**src/rtl/parcel_split.sv**
```systemverilog
module parcel_split #(
  parameter int SLOTS   = 4,
  parameter int PARCELS = 8,
  parameter int OPC_W   = 7,
  parameter int ACC_W   = 3,
  parameter int REG_W   = 6
) (
  input  logic                              clk,
  input  logic                              rst_n,
  input  logic                              flush,
  input  logic                              blk_valid,
  input  logic [PARCELS*(OPC_W+ACC_W+REG_W)-1:0] blk_data,
  output logic                              blk_take,
  input  logic                              out_ready,
  output logic [SLOTS-1:0]                  slot_valid,
  output logic [SLOTS-1:0]                  slot_long,
  output logic [SLOTS*OPC_W-1:0]            slot_opc,
  output logic [SLOTS*ACC_W-1:0]            slot_acc,
  output logic [SLOTS*REG_W-1:0]            slot_reg,
  output logic [SLOTS*(OPC_W+ACC_W+REG_W)-1:0] slot_imm
);
  localparam int PW    = OPC_W + ACC_W + REG_W;
  localparam int OFF_W = $clog2(PARCELS);

  logic [OFF_W-1:0]       off;
  logic [SLOTS-1:0]       nx_valid, nx_long;
  logic [SLOTS*OPC_W-1:0] nx_opc;
  logic [SLOTS*ACC_W-1:0] nx_acc;
  logic [SLOTS*REG_W-1:0] nx_reg;
  logic [SLOTS*PW-1:0]    nx_imm;
  logic [PW-1:0]          par;
  logic                   lng;
  int                     pos;

  always_comb begin
    pos      = int'(off);
    par      = '0;
    lng      = 1'b0;
    nx_valid = '0;
    nx_long  = '0;
    nx_opc   = '0;
    nx_acc   = '0;
    nx_reg   = '0;
    nx_imm   = '0;
    for (int k = 0; k < SLOTS; k++) begin
      if (blk_valid && pos < PARCELS) begin
        par = blk_data[pos*PW +: PW];
        lng = par[PW-1] && (pos < PARCELS - 1);
        nx_valid[k] = 1'b1;
        nx_long[k]  = lng;
        nx_opc[k*OPC_W +: OPC_W] = par[PW-1 -: OPC_W];
        nx_acc[k*ACC_W +: ACC_W] = par[REG_W +: ACC_W];
        nx_reg[k*REG_W +: REG_W] = par[REG_W-1:0];
        if (lng) nx_imm[k*PW +: PW] = blk_data[(pos+1)*PW +: PW];
        pos = pos + (lng ? 2 : 1);
      end
    end
  end

  wire advance = !(|slot_valid) || out_ready;
  wire done    = pos >= PARCELS;

  assign blk_take = advance && blk_valid && !flush && done;

  always_ff @(posedge clk) begin
    if (!rst_n || flush) begin
      off        <= '0;
      slot_valid <= '0;
      slot_long  <= '0;
      slot_opc   <= '0;
      slot_acc   <= '0;
      slot_reg   <= '0;
      slot_imm   <= '0;
    end else if (advance) begin
      slot_valid <= nx_valid;
      slot_long  <= nx_long;
      slot_opc   <= nx_opc;
      slot_acc   <= nx_acc;
      slot_reg   <= nx_reg;
      slot_imm   <= nx_imm;
      if (blk_valid) off <= done ? '0 : OFF_W'(pos);
    end
  end
endmodule

```
**config.mk**
```make
export PLATFORM = sky130hd
export DESIGN_NAME = parcel_split
export DESIGN_NICKNAME = d
export VERILOG_FILES = /design/src/rtl/parcel_split.sv
export SDC_FILE = /design/constraint.sdc
export NUM_CORES = 1
export LEC_CHECK = 0
export BUFFER_PORTS_ARGS = -buffer_cell sky130_fd_sc_hd__buf_2
export CAP_MARGIN = 10
export CORE_UTILIZATION = 60
export CTS_CLUSTER_DIAMETER = 80
export DETAILED_ROUTE_END_ITERATION = 8
export PLACE_DENSITY = 0.84
export SETUP_SLACK_MARGIN = 0.5
export SYNTH_ARGS = -nofsm -noshare
export SYNTH_HDL_FRONTEND = slang
export SYNTH_SLANG_ARGS = --single-unit
export TNS_END_PERCENT = 30
```
**constraint.sdc**
```tcl
create_clock -name clk -period 41 [get_ports clk]
set_input_delay 10.25 -clock clk [delete_from_list [all_inputs] [get_ports clk]]
set_output_delay 10.25 -clock clk [all_outputs]
set_load 0.01 [all_outputs]
```
==> summary by stage <==
Timing
The worst clock skew on the final layout is 0.00925 ns. Dividing the final minimum period by the clock period gives roughly 76%. The count of pins over their slew limit is 0.

The worst slew margin relative to its limit is a little under a fifth. The number of setup violations in the final report is 0. The maximum operating frequency is 32.0 MHz. The accumulated negative setup slack is 0 ns. The count of final hold-check violations is 0. The shortest period the worst path allows is ~31 ns. Setup repair after global routing left no endpoint under its margin.

The slew of the pin with the lowest slew margin is 1.22 ns.

Global routing
The aggregate global routing overflow is 0. In the global route stage, overall resource usage came out at 48.2%. The first global-routing pass estimated 85.6 mm of wire.

The number of antenna violations at the first check in global routing is 4. Entering global routing, the biggest net connects 93 pins. The via count of the first global-routing pass is 14,813.

Die
Measured along the y axis, the die boundary spans 153 um. The area of the core is 22,100 um^2. The initialized floorplan defines 54 standard-cell rows. Pin placement for this block handled 270 I/O pins. For this configuration, the core starts out at a cell density of about three fifths. The full die area is roughly 23,000 um^2. The floorplan die width is 153 um.

Placement
The weighted congestion at the end of routability-driven global placement is 1.01. The port buffer count is ~270. The detailed placer's ending HPWL is 37.6 mm.

Layout
The register with the most flip-flops in the layout has 64 of them. The count of nets after finishing is about 1,900. In the layout the commonest cells are 292 x nand2_1, 269 x buf_2, 169 x nor2_1. From synthesis to final layout, the design area changed by 14.3%.

The post-route netlist has between 30% and 40% of its cells at a drive strength greater than 1. The library cell used most frequently in the layout, excluding fill and tap cells, is nand2_1.

Logic synthesis
By area the synthesized netlist is led by mux4_2 26%, dfxtp_1 20%, mux2i_1 8.5%. The commonest register cell after synthesis is dfxtp_1. The synthesized design contains 0 enable-type register cells.

The mapped netlist covers approximately 14,000 um^2. The proportion of netlist area held by the largest area contributor is 26.2%. The biggest area consumer among synthesized cells is mux4_2. Synthesis instantiated 57 different standard cells from the library. The post-synthesis area per instance is 8.52 um^2. Synthesis produced 1,605 cells. The fraction of synthesis flops using an asynchronous set or reset pin is 0%. The number of storage elements in the synthesis netlist is between 100 and 150.

Summing the sequential cell areas from Yosys gives between 20% and 30% of the chip area. The number of warnings reported in the yosys synthesis log is 0. The number of nets in the synthesized netlist is 1,754.

Clock network
The TritonCTS buffer count is 17. The largest buffer count on any clock path is 2. The cell at the root of the clock tree is clkbuf_16.

The number of setup buffers added after CTS is 0. TritonCTS built the clock tree. The number of hold buffers added after cts is 0. The H-tree was split into 4 levels. The number of gates resized after CTS is 0.

The clock transition at the registers of the reported paths is 0.07 ns. The clock latency at the later pin of the worst-skew pair is 0.44 ns. The number of clock sinks is around 140.

Routing
The average wire length per cell after detail routing is around 27 um. The vias after detailed routing is 15,342. The number of detailed-route iterations in the first pass is 6. The number of routed nets with antenna violations is 0. In the routed layout, each cell is associated on average with a via count of 7.42. The first routing iteration left 2,137 violations.

The final wirelength is 56.2 mm. For this run, design rule violations remaining after detail routing come to 0.

Worst setup path
STA classifies the critical path endpoint as an output port. For the worst setup path, the data required time is 30.75 ns. The slowest cell on the critical path is clkinv_1. Of all nets on the critical path, the largest fanout is 49. The kind of start point of the critical path is an input port. The worst register-to-register path begins at off[0]$_SDFFE_PP0P_. The source of the critical timing path is blk_data[127]. On the worst path, the slowest cell contributes a delay of 0.82 ns. STA puts the critical path data arrival time at 20.97 ns. The kind of critical path is in -> out.

Worst hold path
In this run the most critical hold path is launched from slot_reg[19]$_SDFFE_PP0N_. The min-delay analysis places its worst path in the category reg -> reg.

Job
The max capacitance violation total is 0.

Status
The flow ran to the end, and the final reports show no timing, DRC or antenna violations.
worst paths after layout:
kind / endpoint / slack, ns / cells after the start
worst max-delay path: blk_take / 9.78 / 40
worst min register to register: slot_reg[19]$_SDFFE_PP0N_ / 0.43 / 2
worst min-delay path: slot_reg[19]$_SDFFE_PP0N_ / 0.43 / 2
worst max register to register: slot_imm[60]$_SDFFE_PP0N_ / 27.26 / 39
cell usage after synthesis (2+ instances only):
library cell  count
dfxtp_1         139
a22o_1            2
o211ai_1          2
nand3_1          67
clkinv_1          2
buf_2            29
o22ai_1          46
a311oi_1         30
o21ai_0          38
buf_6             3
nor2b_1           2
buf_4             6
xnor2_4           2
nor3_1           17
fa_1              4
a211oi_1         20
nand2_1         292
a21oi_2           2
and2_1           15
xnor2_2           3
o21ai_1          10
mux4_2          159
clkbuf_1         98
ha_1             12
buf_1            13
xnor2_1           6
a22oi_1          59
nor2_1          172
a21o_1            7
a31oi_1          19
a31o_2           15
mux2i_1         116
mux2_2           10
and3_1           18
a21oi_1         112
inv_1            36
nand2b_1          2
layout make-up:
type,count,area [um^2]
repair buffers,295,1540
multi-input cells,1277,10200
clock buffers,19,433
diodes,5,12.5
well taps,280,350
inverters,40,154
flip-flops and latches,139,2790
clock inverters,13,121
fillers,1774,6460
worst max-delay path: cells and delay by family:
kind | cells | cell delay, ns
AND/OR/NAND/NOR | 7 | 1.10
buffers and inverters | 12 | 3.83
AO/OA/AOI/OAI | 8 | 1.40
adder cells (fa/ha/maj) | 7 | 2.69
multiplexers | 6 | 1.56
per-layer routing:
| metal | routed length (um) | track usage [%] | up-vias |
|---|---|---|---|
| li1 | - | - | 6350 |
| met1 | 18300 | 54.7 | 7209 |
| met2 | 24900 | 74.9 | 1367 |
| met3 | 7210 | 13.8 | 414 |
| met4 | 5780 | 42.2 | 2 |
| met5 | 16 | 0 | - |
cell families (layout without fill, tap and decap cells):
logic type | Yosys count | count (layout) | synth area share, %
and+or+nand+nor | 593 | 593 | 17.9
AOI/OAI and AO/OA | 371 | 371 | 17.5
muxes | 286 | 286 | 35.6
buffers and inverters | 189 | 367 | 5.80
DFF | 139 | 139 | 20.3
adders and majority gates | 16 | 16 | 1.68
xor gates and xnor gates | 11 | 11 | 1.14
other | 0 | 5 | 0
through the flow:
step / worst slack (ns) / utilization, % / std cells / hold WS, ns / area [um^2]
floorplan: 11.93 / - / 1605 / 0.463 / 13700
global placement: 10.15 / 68.2 / 2031 / 0.419 / 15100
detailed placement: 10.01 / 68.2 / 2031 / 0.426 / 15100
CTS: 10.01 / 70.7 / 2063 / 0.436 / 15600
global route: 9.12 / 70.7 / 2063 / 0.454 / 15600
finish: 9.78 / 70.7 / 2068 / 0.434 / 15600
Power is not shown: default switching activity piles up to over one toggle a cycle in this logic, so the estimate is an artifact.
